===== src/rtl/rx_deframe_pkg.sv =====
package rx_deframe_pkg;
  localparam int SMP_W_DEF    = 12;
  localparam int NUM_CH_DEF   = 4;
  localparam int LOCK_RUN_DEF = 16;
  localparam int ERR_W_DEF    = 16;
  localparam logic [11:0] PRBS_TAPS_DEF = 12'h829;

  typedef enum logic {ST_HUNT, ST_TRACK} align_st_e;
endpackage


===== src/rtl/rx_frame_align.sv =====
module rx_frame_align
  import rx_deframe_pkg::*;
#(
  parameter int SMP_W  = SMP_W_DEF,
  parameter int NUM_CH = NUM_CH_DEF
) (
  input  logic                    clk_i,
  input  logic                    rst_ni,
  input  logic [SMP_W-1:0]        word_i,
  input  logic                    frame_rise_i,
  input  logic                    frame_fall_i,
  output logic [NUM_CH*SMP_W-1:0] data_o,
  output logic                    valid_o,
  output logic                    align_o,
  output logic                    misalign_o
);
  localparam int SLOT_W = $clog2(NUM_CH);
  localparam logic [SLOT_W-1:0] LAST_SLOT = SLOT_W'(NUM_CH - 1);
  localparam logic [SLOT_W-1:0] HI_SLOTS  = SLOT_W'(NUM_CH / 2);

  align_st_e                 st_q;
  logic [SLOT_W-1:0]         slot_q;
  logic                      prev_fall_q;
  logic                      valid_q, misalign_q;
  logic [SMP_W-1:0]          buf_q [NUM_CH-1];
  logic [NUM_CH*SMP_W-1:0]   out_q;

  logic exp_hi, frame_ok, start;
  assign exp_hi   = (slot_q < HI_SLOTS);
  assign frame_ok = (frame_rise_i == exp_hi) && (frame_fall_i == exp_hi);
  // slot 0 needs a full-sample frame edge
  assign start    = frame_rise_i & frame_fall_i & ~prev_fall_q;

  always_ff @(posedge clk_i or negedge rst_ni) begin
    if (!rst_ni) begin
      st_q        <= ST_HUNT;
      slot_q      <= '0;
      prev_fall_q <= 1'b1;
      valid_q     <= 1'b0;
      misalign_q  <= 1'b0;
      out_q       <= '0;
      for (int i = 0; i < NUM_CH - 1; i++) buf_q[i] <= '0;
    end else begin
      prev_fall_q <= frame_fall_i;
      valid_q     <= 1'b0;
      if (st_q == ST_HUNT) begin
        if (start) begin
          st_q     <= ST_TRACK;
          buf_q[0] <= word_i;
          slot_q   <= SLOT_W'(1);
        end
      end else if (!frame_ok) begin
        st_q       <= ST_HUNT;
        slot_q     <= '0;
        misalign_q <= 1'b1;
      end else if (slot_q == LAST_SLOT) begin
        for (int i = 0; i < NUM_CH - 1; i++) out_q[i*SMP_W +: SMP_W] <= buf_q[i];
        out_q[(NUM_CH-1)*SMP_W +: SMP_W] <= word_i;
        valid_q <= 1'b1;
        slot_q  <= '0;
      end else begin
        buf_q[slot_q] <= word_i;
        slot_q        <= slot_q + SLOT_W'(1);
      end
    end
  end

  assign data_o     = out_q;
  assign valid_o    = valid_q;
  assign align_o    = (st_q == ST_TRACK);
  assign misalign_o = misalign_q;

  a_r4_valid_pulse: assert property (@(posedge clk_i) disable iff (!rst_ni)
    valid_q |=> !valid_q);
  a_r4_data_hold: assert property (@(posedge clk_i) disable iff (!rst_ni)
    !valid_q |-> $stable(out_q));
  a_r5_misalign_sticky: assert property (@(posedge clk_i) disable iff (!rst_ni)
    misalign_q |=> misalign_q);
  a_r5_violation_drops: assert property (@(posedge clk_i) disable iff (!rst_ni)
    (st_q == ST_TRACK && !frame_ok) |=> (st_q == ST_HUNT && misalign_q && !valid_q));
  a_r2_hunt_no_strobe: assert property (@(posedge clk_i) disable iff (!rst_ni)
    (st_q == ST_HUNT) |=> !valid_q);
endmodule


===== src/rtl/rx_prbs_mon.sv =====
module rx_prbs_mon
  import rx_deframe_pkg::*;
#(
  parameter int             W        = SMP_W_DEF,
  parameter logic [W-1:0]   TAPS     = PRBS_TAPS_DEF,
  parameter int             LOCK_RUN = LOCK_RUN_DEF,
  parameter int             ERR_W    = ERR_W_DEF
) (
  input  logic             clk_i,
  input  logic             rst_ni,
  input  logic             en_i,
  input  logic [W-1:0]     word_i,
  output logic             lock_o,
  output logic [ERR_W-1:0] err_o
);
  localparam int RUN_W = $clog2(LOCK_RUN + 1);
  localparam logic [RUN_W-1:0] RUN_MAX  = RUN_W'(LOCK_RUN);
  localparam logic [RUN_W-1:0] RUN_LAST = RUN_W'(LOCK_RUN - 1);
  localparam logic [ERR_W-1:0] ERR_MAX  = '1;

  function automatic logic [W-1:0] advance(input logic [W-1:0] s);
    logic [W-1:0] r;
    r = s;
    for (int k = 0; k < W; k++) r = {r[W-2:0], ^(r & TAPS)};
    return r;
  endfunction

  logic [W-1:0]     prev_q;
  logic             have_q, lock_q;
  logic [RUN_W-1:0] run_q;
  logic [ERR_W-1:0] err_q;
  logic             hit;

  assign hit = (word_i == advance(prev_q));

  always_ff @(posedge clk_i or negedge rst_ni) begin
    if (!rst_ni) begin
      prev_q <= '0;
      have_q <= 1'b0;
      lock_q <= 1'b0;
      run_q  <= '0;
      err_q  <= '0;
    end else begin
      prev_q <= word_i;
      if (!en_i) begin
        have_q <= 1'b0;
        lock_q <= 1'b0;
        run_q  <= '0;
        err_q  <= '0;
      end else begin
        have_q <= 1'b1;
        if (have_q) begin
          if (hit) begin
            if (run_q != RUN_MAX) run_q <= run_q + RUN_W'(1);
            if (run_q >= RUN_LAST) lock_q <= 1'b1;
          end else begin
            run_q  <= '0;
            lock_q <= 1'b0;
            if (err_q != ERR_MAX) err_q <= err_q + ERR_W'(1);
          end
        end
      end
    end
  end

  assign lock_o = lock_q;
  assign err_o  = err_q;

  a_r9_disable_clears: assert property (@(posedge clk_i) disable iff (!rst_ni)
    !en_i |=> (err_q == '0 && !lock_q));
  a_r8_miss_unlocks: assert property (@(posedge clk_i) disable iff (!rst_ni)
    (en_i && have_q && !hit) |=> !lock_q);
  a_r8_err_saturates: assert property (@(posedge clk_i) disable iff (!rst_ni)
    (en_i && err_q == ERR_MAX) |=> err_q == ERR_MAX);
  a_r7_lock_after_match: assert property (@(posedge clk_i) disable iff (!rst_ni)
    $rose(lock_q) |-> $past(en_i && have_q && hit));
endmodule


===== src/rtl/rx_lvds_deframer.sv =====
module rx_lvds_deframer
  import rx_deframe_pkg::*;
#(
  parameter int SMP_W    = SMP_W_DEF,
  parameter int NUM_CH   = NUM_CH_DEF,
  parameter int LOCK_RUN = LOCK_RUN_DEF,
  parameter int ERR_W    = ERR_W_DEF,
  localparam int HALF_W  = SMP_W / 2
) (
  input  logic                    clk_i,
  input  logic                    rst_ni,
  input  logic [HALF_W-1:0]       rx_rise_i,
  input  logic [HALF_W-1:0]       rx_fall_i,
  input  logic                    frame_rise_i,
  input  logic                    frame_fall_i,
  input  logic                    prbs_en_i,
  output logic [NUM_CH*SMP_W-1:0] ch_data_o,
  output logic [NUM_CH-1:0]       ch_valid_o,
  output logic                    align_o,
  output logic                    misalign_o,
  output logic                    prbs_lock_o,
  output logic [ERR_W-1:0]        prbs_err_o
);
  logic [SMP_W-1:0] word;
  logic             frame_valid;

  // rising-edge half is the upper half of the sample
  assign word = {rx_rise_i, rx_fall_i};

  rx_frame_align #(.SMP_W(SMP_W), .NUM_CH(NUM_CH)) i_align (
    .clk_i        (clk_i),
    .rst_ni       (rst_ni),
    .word_i       (word),
    .frame_rise_i (frame_rise_i),
    .frame_fall_i (frame_fall_i),
    .data_o       (ch_data_o),
    .valid_o      (frame_valid),
    .align_o      (align_o),
    .misalign_o   (misalign_o)
  );

  assign ch_valid_o = {NUM_CH{frame_valid}};

  rx_prbs_mon #(
    .W        (SMP_W),
    .TAPS     (SMP_W'(PRBS_TAPS_DEF)),
    .LOCK_RUN (LOCK_RUN),
    .ERR_W    (ERR_W)
  ) i_prbs (
    .clk_i  (clk_i),
    .rst_ni (rst_ni),
    .en_i   (prbs_en_i),
    .word_i (word),
    .lock_o (prbs_lock_o),
    .err_o  (prbs_err_o)
  );
endmodule


===== config.mk =====
export PLATFORM = sky130hd
export DESIGN_NAME = rx_lvds_deframer
export DESIGN_NICKNAME = d
export VERILOG_FILES = /design/src/rtl/rx_deframe_pkg.sv /design/src/rtl/rx_frame_align.sv /design/src/rtl/rx_prbs_mon.sv /design/src/rtl/rx_lvds_deframer.sv
export SDC_FILE = /design/constraint.sdc
export NUM_CORES = 1
export LEC_CHECK = 0
export BUFFER_PORTS_ARGS = -buffer_cell sky130_fd_sc_hd__buf_2
export CAP_MARGIN = 10
export CORE_ASPECT_RATIO = 1.5
export CORE_MARGIN = 2
export CORE_UTILIZATION = 30
export CTS_BUF_LIST = sky130_fd_sc_hd__clkbuf_4 sky130_fd_sc_hd__clkbuf_8
export DETAILED_ROUTE_END_ITERATION = 6
export PLACE_DENSITY = 0.44
export SLEW_MARGIN = 20
export SYNTH_ARGS = -nofsm -noshare
export SYNTH_HDL_FRONTEND = slang
export SYNTH_HIERARCHICAL = 1
export SYNTH_SLANG_ARGS = --single-unit
export TNS_END_PERCENT = 30

===== constraint.sdc =====
create_clock -name clk_i -period 3.25 [get_ports clk_i]
set_clock_uncertainty 0.2 [all_clocks]
set_input_delay 0 -clock clk_i [delete_from_list [all_inputs] [get_ports clk_i]]
set_output_delay 0 -clock clk_i [all_outputs]
set_load 0.02 [all_outputs]

==> summary.md <==
| Metric | Value |
|---|---|
| Sum of net half-perimeters after detailed placement | 10.81 mm |
| Hold EP | i_align/prev_fall_q |
| Post-route standard cell area excluding fillers | 7487 um^2 |
| Net count after synthesis | 520 |
| Wire length of the first global-routing pass | 25.05 mm |
| Vias in the first global route | 4,567 |
| Synthesis Warnings | 6 |
| Worst Hold Path Cells | 2 |
| Adder-cell area share of the yosys netlist | 1.637% |
| Launch instance of the worst min-delay path | frame_fall_i |
| Maximum root-to-sink buffer count | 2 |
| Setup TNS after final layout | 0 ps |
| Placeable core area | 20,180 um^2 |
| Yosys top cell by area | dfrtp_1 |
| Hold Violations, Final | 0 |
| Portion of the post-synthesis area used by sequential elements | 51.19% |
| FF+latch count, synth | 125 |
| Clock sink total | 125 |
| CP arrival | 3300 ps |
| Top post-synthesis cells by area | dfrtp_1 (51%), mux2_2 (12%), xnor2_1 (2.6%), xnor3_1 (2.6%), nand2_1 (2.5%) |
| I/O pin cnt | 88 |
| Result of the run | completed |
| Synthesized-area fraction occupied by ao, oa, aoi and oai cells | 9.681% |
| Wire length per cell after detailed routing | 17.52 um |
| Reg-to-reg startpoint | i_prbs/prev_q[3] |
| Skew-Pair Late Insertion Delay | 450 ps |
| Top FF cell, synth | dfrtp_1 |
| Vert. Die Dim | 178.8 um |
| Area fraction of the dominant cell type after synthesis | 50.76% |
| Combinational family with the most area after synthesis | multiplexers |
| Minimum period implied by the final worst setup slack | 3125 ps |
| Max-cap violation count | 0 |
| Vias per Instance | 4.869 |
| Post-detailed-placement cell area | 6849 um^2 |
| Largest vdd supply drop | 0.0002484 V |
| Relative max-transition margin | 58.73% |
| Number of flops mapped to enable cells by yosys | 0 |
| TritonCTS clock tree | done |
| Pin slew with the least headroom to its limit | 610.5 ps |
| Most instantiated library cell after synthesis | dfrtp_1 |
| Final slew viol count | 0 |
| Count of routing violations after the opening detailed-route iteration | 200 |
| Number of antenna violations at the first check in global routing | 0 |
| DR pass1 iterations | 4 |
| RR Endpoint | i_prbs/err_o[4] |
| Setup slack of the most critical reg-to-reg path | 120 ps |
| Ranking of synthesized cells by instance count | dfrtp_1 (124), mux2_2 (63), nand2_1 (41) |
| CP max FO | 38 |
| Count of antenna diodes in the layout | 0 |
| Xor/xnor share of the synthesized area | 8.309% |
| Number of nets still failing antenna checks after routing | 0 |
| Synth unique cells | 63 |
| Async set or reset register ratio after synthesis | 100.0% |
| Worst Reg-to-Reg Cells | 8 |
| Class of the most critical hold timing path | in2reg |
| Critical Path RT | 3420 ps |
| Final Total Pwr | 4.321 mW |
| Post-layout instance count excluding filler cells | 891 |
| Element type at the critical path end | flip-flop |
| Htree depth | 4 |
| Clock transition time at the flip-flop clock pins of the worst setup and hold paths | 80 ps |
| Final weighted congestion in routability-driven placement | 0.8194 |
| Multiplexer share of the synthesized area | 14.47% |
| Power density over cell area | 577.1 nW/um^2 |
| Count of buffers inserted at the top-level ports | 87 |
| Detailed Route WL | 15.61 mm |
| Synthesized area per cell | 12.35 um^2 |
| Final-report setup violation count | 0 |
| Final cycle utilization of the critical path | 96.17% |
| Global route overflow | 0 |
| Fmax | 0.3200 GHz |
| Starting Density | 30.30% |
| Worst setup path class | reg2reg |
| Synth Area in Simple Gates | 10.95% |
| Number of standard-cell rows in the floorplan | 64 |
| Netlist Area Pre-Place | 6113 um^2 |
| DRC Markers | 0 |
| Die boundary width | 120.6 um |
| Share of post-route cells with drive strength above 1 | 36.36% |
| Unrepaired setup endpoints after global routing | no |
| Area overhead of the layout relative to synthesis | 22.47% |
| Cell at the root of the clock tree | clkbuf_8 |
| Global-route total usage across every layer | 15.33% |
| Number of vias in the routed layout | 4,338 |
| Largest net degree at the start of global routing | 64 |
| Category of the worst setup path launch point | flip-flop |
| Clock buffers created by TritonCTS | 17 |
| Count of placed standard cells including taps | 836 |
| Leakage component of the power | 3.655 nW |
| Fin nets | 639 |
| Post-Synthesis Cells | 495 |
| Area of the die | 21,560 um^2 |
-- state kept, by name (all words and copies together), names as in the netlist, 2 cells and up --
signal / flops
i_align/buf_q: 36
i_prbs/err_o: 16
i_prbs/run_q: 5
i_align/slot_q: 2
i_align/data_o: 48
i_prbs/prev_q: 12
-- power breakdown --
part | total [mW] | internal, mW | switching [mW]
combinational | 0.935 | 0.449 | 0.486
clock | 1.43 | 0.707 | 0.721
sequential | 1.96 | 1.81 | 0.150
total | 4.32 | 2.96 | 1.36
-- cell families after synthesis --
| kind of cell | after synthesis |
|---|---|
| simple gates | 126 |
| flops | 125 |
| compound gates | 82 |
| mux | 76 |
| xor+xnor | 39 |
| buf+inv | 39 |
| fa+ha+maj | 8 |
-- metal layers --
| layer | global-route usage, % | vias to the layer above | share of wire (%) |
|---|---|---|---|
| met3 | 3.880 | 18 | 3.3 |
| li1 | - | 2037 | - |
| met4 | 6.250 | 0 | 2.0 |
| met1 | 17.41 | 2209 | 41 |
| met5 | 0 | - | 0 |
| met2 | 27.31 | 74 | 54 |
-- per-stage QoR --
| stage | utilization [%] | setup slack [ps] | hold WS, ps |
|---|---|---|---|
| 6_report | 37.10 | 124.6 | 56.06 |
| 4_1_cts | 36.90 | 56.43 | 24.19 |
| 5_1_grt | 37.10 | 11.43 | 38.54 |
| 2_1_floorplan | - | 354.0 | -495.6 |
| 3_5_place_dp | 33.94 | 87.50 | -229.6 |
| 3_3_place_gp | 33.94 | 145.4 | -231.1 |
-- cells in the final DEF (no fill, tap or decap), types with 3 or more instances in the layout --
| cell | count |
|---|---|
| mux2i_1 | 4 |
| xor2_1 | 7 |
| nor2_1 | 19 |
| mux2_2 | 63 |
| buf_2 | 86 |
| clkinv_4 | 3 |
| nand2_1 | 41 |
| o2111ai_1 | 12 |
| o21ai_1 | 8 |
| o211ai_1 | 14 |
| nand2b_1 | 3 |
| o22a_1 | 3 |
| xor2_2 | 3 |
| inv_6 | 6 |
| buf_12 | 3 |
| nand4_1 | 6 |
| xnor3_1 | 6 |
| inv_1 | 11 |
| a31oi_1 | 3 |
| o41ai_1 | 3 |
| o211a_1 | 3 |
| xnor2_1 | 18 |
| buf_4 | 21 |
| mux2_4 | 9 |
| clkbuf_8 | 17 |
| dfrtp_1 | 123 |
| and3_1 | 5 |
| ha_1 | 8 |
| o21ai_0 | 9 |
| dlygate4sd3_1 | 17 |
| nor2b_1 | 3 |
| nand3_1 | 14 |
| or3_1 | 6 |
| a21oi_1 | 12 |
| nor3_1 | 8 |
-- area by class of cell --
cell class | instances | area (um^2)
Clock buffer | 17 | 234.0
Clock inverter | 15 | 173.9
Fill cell | 2057 | 12690
Inverter | 12 | 45.04
Multi-Input combinational cell | 331 | 2755
Sequential cell | 125 | 3131
Tap cell | 264 | 330.3
Timing Repair Buffer | 127 | 818.3
-- critical path, stage by stage, from the launching register on --
cell and delay (ps):
dfrtp_1 410, xnor3_2 440, xnor3_1 440, xnor3_1 390
a221oi_1 80, and4b_1 240, buf_12 180, or4_1 500
a21oi_1 170
-- worst max-delay path by stage --
stage / start / endpoint / slack (ps)
after CTS: i_prbs/prev_q[3] / i_prbs/err_o[4] / 60
final: i_prbs/prev_q[3] / i_prbs/err_o[4] / 120
after global placement: i_prbs/prev_q[3] / i_prbs/err_o[4] / 150
after global routing: i_prbs/prev_q[3] / i_prbs/err_o[4] / 10
after detailed placement: i_prbs/prev_q[3] / i_prbs/err_o[4] / 90
after floorplan: i_prbs/prev_q[4] / i_prbs/err_o[0] / 350
-- timing repair --
item	in CTS	in global routing
setup buffers	0	5
hold endpoints to repair	205	0
endpoints found under the setup margin	0	1
hold buffers	18	0
resized for setup	0	2
Note: power is estimated with default switching activity, not from simulation.
